[src/rtl/qedge_pkg.sv]
package qedge_pkg;
   // Unit-distance state codes; neighbouring codes differ in one bit.
   typedef enum logic [1:0] {
      QE_IDLE   = 2'b00,
      QE_ARMED  = 2'b01,
      QE_ACTIVE = 2'b11,
      QE_DRAIN  = 2'b10
   } qe_state_t;

   // Output decode: high in the two states with the upper bit set.
   function automatic logic qe_out(input qe_state_t s);
      return (s == QE_ACTIVE) || (s == QE_DRAIN);
   endfunction
endpackage

[src/rtl/qe_sync_chain.sv]
module qe_sync_chain #(
   parameter int WIDTH  = 2,
   parameter int STAGES = 2
) (
   input  logic             clk,
   input  logic             rst,
   input  logic [WIDTH-1:0] d,
   output logic [WIDTH-1:0] q
);
   if (STAGES < 1) begin : g_bad_stages
      $error("qe_sync_chain: STAGES must be at least 1");
   end
   if (WIDTH < 1) begin : g_bad_width
      $error("qe_sync_chain: WIDTH must be at least 1");
   end

   for (genvar b = 0; b < WIDTH; b++) begin : g_bit
      logic [STAGES-1:0] pipe;
      if (STAGES == 1) begin : g_single
         always_ff @(posedge clk) begin
            if (rst) pipe <= '0;
            else     pipe <= d[b];
         end
      end else begin : g_multi
         always_ff @(posedge clk) begin
            if (rst) pipe <= '0;
            else     pipe <= {pipe[STAGES-2:0], d[b]};
         end
      end
      assign q[b] = pipe[STAGES-1];
   end
endmodule

[src/rtl/qe_fsm_core.sv]
module qe_fsm_core
   import qedge_pkg::*;
(
   input  logic      clk,
   input  logic      rst,
   input  logic      x,
   input  logic      y,
   output qe_state_t st
);
   qe_state_t st_nx;

   always_comb begin
      st_nx = st;
      unique case (st)
         QE_IDLE:   if (x && !y) st_nx = QE_ARMED;
         QE_ARMED: begin
            if (!x)     st_nx = QE_IDLE;
            else if (y) st_nx = QE_ACTIVE;
         end
         QE_ACTIVE: if (!x) st_nx = QE_DRAIN;
         QE_DRAIN:  st_nx = QE_IDLE;
         default:   st_nx = QE_IDLE;
      endcase
   end

   always_ff @(posedge clk) begin
      if (rst) st <= QE_IDLE;
      else     st <= st_nx;
   end
endmodule

[src/rtl/qual_edge_fsm.sv]
module qual_edge_fsm
   import qedge_pkg::*;
#(
   parameter int SYNC_STAGES = 2
) (
   input  logic clk,
   input  logic rst,
   input  logic x_in,
   input  logic y_in,
   output logic z_out
);
   localparam int NUM_IN = 2;

   if (SYNC_STAGES < 1) begin : g_bad_sync
      $error("qual_edge_fsm: SYNC_STAGES must be at least 1");
   end

   logic [NUM_IN-1:0] raw_in;
   logic [NUM_IN-1:0] sync_in;
   logic              x_s;
   logic              y_s;
   qe_state_t         st;

   assign raw_in = {y_in, x_in};

   qe_sync_chain #(
      .WIDTH  (NUM_IN),
      .STAGES (SYNC_STAGES)
   ) u_sync (
      .clk (clk),
      .rst (rst),
      .d   (raw_in),
      .q   (sync_in)
   );

   assign x_s = sync_in[0];
   assign y_s = sync_in[1];

   qe_fsm_core u_core (
      .clk (clk),
      .rst (rst),
      .x   (x_s),
      .y   (y_s),
      .st  (st)
   );

   assign z_out = qe_out(st);
endmodule

[config.mk]
export PLATFORM = sky130hd
export DESIGN_NAME = qual_edge_fsm
export DESIGN_NICKNAME = d
export VERILOG_FILES = /design/src/rtl/qedge_pkg.sv /design/src/rtl/qe_sync_chain.sv /design/src/rtl/qe_fsm_core.sv /design/src/rtl/qual_edge_fsm.sv
export SDC_FILE = /design/constraint.sdc
export NUM_CORES = 1
export LEC_CHECK = 0
export BUFFER_PORTS_ARGS = -buffer_cell sky130_fd_sc_hd__buf_2
export CORE_AREA = 10 10 47 49
export DETAILED_ROUTE_END_ITERATION = 16
export DIE_AREA = 0 0 57 59
export GPL_ROUTABILITY_DRIVEN = 0
export PLACE_DENSITY = 0.35
export SYNTH_ARGS = -nofsm -noshare
export SYNTH_HDL_FRONTEND = slang
export SYNTH_SLANG_ARGS = --single-unit
export TNS_END_PERCENT = 30
[constraint.sdc]
create_clock -name clk -period 2.1 [get_ports clk]
set_clock_uncertainty 0.15 [all_clocks]
set_input_delay 0.21 -clock clk [delete_from_list [all_inputs] [get_ports clk]]
set_output_delay 0.21 -clock clk [all_outputs]
set_load 0.01 [all_outputs]
; ---- Word level (Yosys, flattened, before mapping)
; Cells that the tools add are included.
[word_totals]
reg_bits = 6
input_bits = 4
output_inout_bits = 1
wordCells = 19
[op_classes]
eq_ne = 6
mux = 5
reduce_logical = 5
[ops]
columns = operator, n
row1 = $mux W2, 4
row2 = $pmux W2 S4, 1
row3 = $eq A2 B2 Y1 const B, 2
row4 = $ne A3 B3 Y1 const B, 1
row5 = $reduce_and A3 Y1, 1
row6 = $eq A2 B1 Y1 const B, 1
row7 = $logic_not A2 Y1, 1
row8 = $ne A2 B1 Y1 const B, 1
row9 = $ne A2 B2 Y1 const B, 1
row10 = $logic_and A1 B1 Y1, 1
row11 = $logic_not A1 Y1, 1
row12 = $logic_or A1 B1 Y1, 1

; ---- Depth between registers and ports, before layout
[logic_depth]
depth_word = 4
mapped_depth = 2

; ---- By module
; Synthesis repeated with hierarchy kept, for this count alone.
[unflattened]
hier_cells = 17
hier_area_um2 = 197.7
[by_module_without_submodules]
columns = mod, instances, cells_per_inst, area_each_um2
row1 = qe_sync_chain, 1, 10, 120.1
row2 = qe_fsm_core, 1, 6, 73.8
row3 = qual_edge_fsm, 1, 1, 3.8

; ---- Worst setup path before layout
; OpenSTA, ideal clock, no wires.
[synth_timing]
path_kind = register -> output
from = register u_core.st[1]
to = output z_out
arrival_ps = 460
required_ps = 1740
setup_slack_ps = 1280
stages_incl_launch_ff = 2
n_path_buf = 1
cell_sequence = dfxtp_1 > clkbuf_1
[synth_between]
elab_chain_len = 2
elab_cells_between_ends = 3
classes_between = 2 x eq/ne / 1 x reduce/logical
[synth_rtl]
columns = item, line_no
row1 = from (decl), qe_fsm_core.sv:8  ; output qe_state_t st
row2 = from (signal assigned), qe_fsm_core.sv:28  ; else st <= st_nx;
row3 = $eq A2 B2 Y1, qedge_pkg.sv:12  ; return (s == QE_ACTIVE) || (s == QE_DRAIN);
row4 = $logic_or A1 B1 Y1 (*), qedge_pkg.sv:12
row5 = to (decl), qual_edge_fsm.sv:10  ; output logic z_out
; Mark *: on every way between the ends. The rest lies on a longest branch, timed or not.

; ---- Worst setup path after layout
; Same ends and word-level chain as after synthesis.

==> reports/summary.md <==
The flow ran to the end, and the final reports show no timing, DRC or antenna violations. For the worst setup path, the data arrival time is 720 ps. The number of max-slew violations in the final report is 0. The run gives 0 as the total inserted antenna cells. CTS placed an instance of sky130_fd_sc_hd__clkbuf_4 at the clock tree root.

The share of synthesized cell area in and, or, nand and nor gates was 23.8%; the via count of the first global-routing pass was 111. The final antenna-violating net count was 0. Of the total synthesized cell area, the portion taken by XOR and XNOR cells is 0%. In this run the tool buffered the top-level ports with 4 buffer cells. Summing over every cut layer, the via total after detailed routing is 115. In this run, the number of DRC markers left after iteration 0 of detailed routing was 0.

The run gives 5 as the number of top-level pins. The final critical-path share of the clock period was 51.2%; the worst-skew pair later-pin latency was 240 ps. The first-pass GRT wire length is 503 microns.

For the total setup buffers inserted after CTS, the log shows 0. No sink is reached through more buffers than the 2 on the longest clock path. The maximum frequency from static timing analysis is 929 MHz. Largest area contributor in the synthesized netlist: sky130_fd_sc_hd__dfxtp_1. The part of the power in combinational logic was 3.3%; the proportion of layout cells with a drive suffix above 1 was 33.3%. The pin slew with the least headroom to its limit works out to 146 ps. In this run the tightest slew margin relative to its limit is 90.2%. The die is 59 microns tall. In this run the power density over the cells is 966 mW/mm^2.

The run gives 44.7% as the share of total power in the clock network. Summed over all cells, the static leakage comes to 0.102 nW. The number of vias per cell after detailed routing works out to 3.11. Walking the worst path, the cells encountered are buf_2.

The maximum level of the CTS H-tree is 1, and the required arrival time at the worst endpoint is 1740 ps. Dividing the detail-routed wire length by the instance count gives 7.27 microns. The synthesized design contains 6 register bits. The cell-internal power is 0.188 mW.

The area of the placeable core is 0.00140 sq mm, and the post-route DRC violation count is 0. The worst path meets setup with 1020 ps of slack. Final design area excluding fillers: 238 sq um.

The kind of start point of the critical path is a flop. The share of the Yosys chip area taken by registers is 67.1%. The die covers 0.00336 sq mm. The number of library cell types mapped by synthesis was 8. Once the clock tree was built, the resizer swapped 0 gates to a different size.

The die is 57 microns wide. The tool flagged a number of max-cap violations equal to 0. The synthesized netlist devotes 0% of its cell area to adder and majority cells. The final design utilization is 17.0%. Setup repair after global routing left no endpoint under its margin.

After global routing the overflow that remains totals 0. The critical path is of the reg2out type. The number of buffers inserted for hold repair after clock tree synthesis is 0.

The standard cell with the maximum stage delay on the critical path is sky130_fd_sc_hd__dfxtp_1. Grouping stages by cell kind, the critical path spends the most delay in flip-flops. The post-detailed-routing wire length was 269 microns; the shortest clock period the worst path allows after layout was 1080 ps. For the portion of total power attributed to sequential cells, the log shows 52.1%. Timing analysis after detailed placement gives a worst setup slack of 1250 ps. Setup violations remaining at the end of the flow were counted as 0. For this design the total switching power over the nets is 0.0418 mW. The run gives 179 sq um as the synthesized cell area. After synthesis, the largest family of logic cells by area is simple AND/OR/NAND/NOR gates.

The tightest hold margin was 24.9 ps; the number of CTS-inserted buffers was 3. In this run the worst path has a maximum fanout of 3. The worst min-delay path category was in2reg.

The final number of hold-violating endpoints was 0. By area the synthesized netlist is led by sky130_fd_sc_hd__dfxtp_1 67%, sky130_fd_sc_hd__nor2b_1 10%, sky130_fd_sc_hd__and3b_1 4.9%, sky130_fd_sc_hd__and2b_1 4.2%, sky130_fd_sc_hd__nor3b_1 4.2%. The share of cell area taken by muxes after synthesis was 0%.

The area of placed instances is 215 sq um. Maximum number of pins on one net before global-route repair: 7. STA classifies the critical path endpoint as an output port. Clock-pin slew was measured on the worst setup and hold paths at 40 ps. Synthesis produced 15 cells. The number of sinks on the clock net is 6. Setup total negative slack on the finished layout was measured at 0 ps. Buffer and inverter count on the worst path: 1.

The post-synthesis area per instance is 11.9 sq um. The logs give 19 for the total nets after synthesis and 27 for the final-stage net count. The total iterations of the first detailed-routing run was 1. The worst vdd rail ir drop came out at 0.264 mV. The initialized floorplan defines 14 standard-cell rows. Of the total power, the share spent switching nets is 18.2%. For this run, the total global-route usage over all layers was measured as 2.37%.

In this design, the stage delay of the slowest critical-path cell is 330 ps. The post-synthesis to final-layout area growth is 32.9%, and the effective utilization at floorplan is 12.8%. The initial antenna violation count is 0, and the share of the synthesized area in compound gates (AO/OA/AOI/OAI) is 6.99%. The Yosys step of the flow raised 0 warnings.

Fraction of post-synthesis cell area in the top cell type by area: 67.1%. TritonCTS built the clock tree.
[synthesized netlist by cell type]
library cell,n
sky130_fd_sc_hd__o21bai_1,1
sky130_fd_sc_hd__a21oi_1,1
sky130_fd_sc_hd__and3b_1,1
sky130_fd_sc_hd__dfxtp_1,6
sky130_fd_sc_hd__clkbuf_1,1
sky130_fd_sc_hd__nor2b_1,3
sky130_fd_sc_hd__and2b_1,1
sky130_fd_sc_hd__nor3b_1,1
[layout make-up]
class / instances / area (sq um)
Clock buffer: 3 / 22.5
Fill cell: 170 / 1160
Multi-Input combinational cell: 8 / 55.1
Sequential cell: 6 / 120
Tap cell: 16 / 20.0
Timing Repair Buffer: 4 / 20.0
[metrics by stage]
| step | instances | power (mW) |
|---|---|---|
| floorplan | 15 | 0.125 |
| detailed placement | 34 | 0.129 |
| finish | 37 | 0.230 |
| global route | 37 | 0.249 |
| CTS | 37 | 0.237 |
| global placement | 34 | 0.129 |
[flip-flops by register name, indices dropped and copies added (netlist names)]
name and count:
u_sync.g_bit.pipe 4, u_core.st 2
[path summary, 6_finish.rpt]
| path | from | end | slack, ps | cells past startpoint |
|---|---|---|---|---|
| max | u_core.st[1] | z_out | 1020 | 1 |
| min | y_in | u_sync.g_bit[1].pipe[0] | 20 | 2 |
| max reg2reg | u_core.st[0] | u_core.st[0] | 1260 | 2 |
| min reg2reg | u_sync.g_bit[1].pipe[0] | u_sync.g_bit[1].pipe[1] | 280 | 1 |
[layer usage]
metal  wire length, microns  GRT usage (%)  part of all wire [%]
met5                      0              0                     0
met2                     87           1.86                    32
met3                     35           3.43                    13
met1                    146           2.13                    54
met4                      0           3.02                     0
[kinds of logic after synthesis]
logic type,count (synthesis)
AO/OA/AOI/OAI,2
buffers and inverters,1
AND/OR/NAND/NOR,6
flip-flops,6
[power groups by stage]
stage	logic, mW	clock network [mW]	registers [mW]
floorplan	0.00369	0	0.121
global placement	0.00747	0	0.122
detailed placement	0.00766	0	0.122
CTS	0.00767	0.110	0.120
global route	0.00870	0.121	0.120
finish	0.00746	0.103	0.120
[placed cells by master, fill, tap and decap left out]
cell type | Yosys | routed
sky130_fd_sc_hd__clkbuf_4 | 0 | 3
sky130_fd_sc_hd__and3b_1 | 1 | 1
sky130_fd_sc_hd__buf_2 | 0 | 4
sky130_fd_sc_hd__a21oi_1 | 1 | 1
sky130_fd_sc_hd__dfxtp_1 | 6 | 6
sky130_fd_sc_hd__nor3b_1 | 1 | 1
sky130_fd_sc_hd__nor2b_1 | 3 | 3
sky130_fd_sc_hd__o21bai_1 | 1 | 1
sky130_fd_sc_hd__and2b_1 | 1 | 1
No activity file was read; power rests on OpenSTA's default activity.
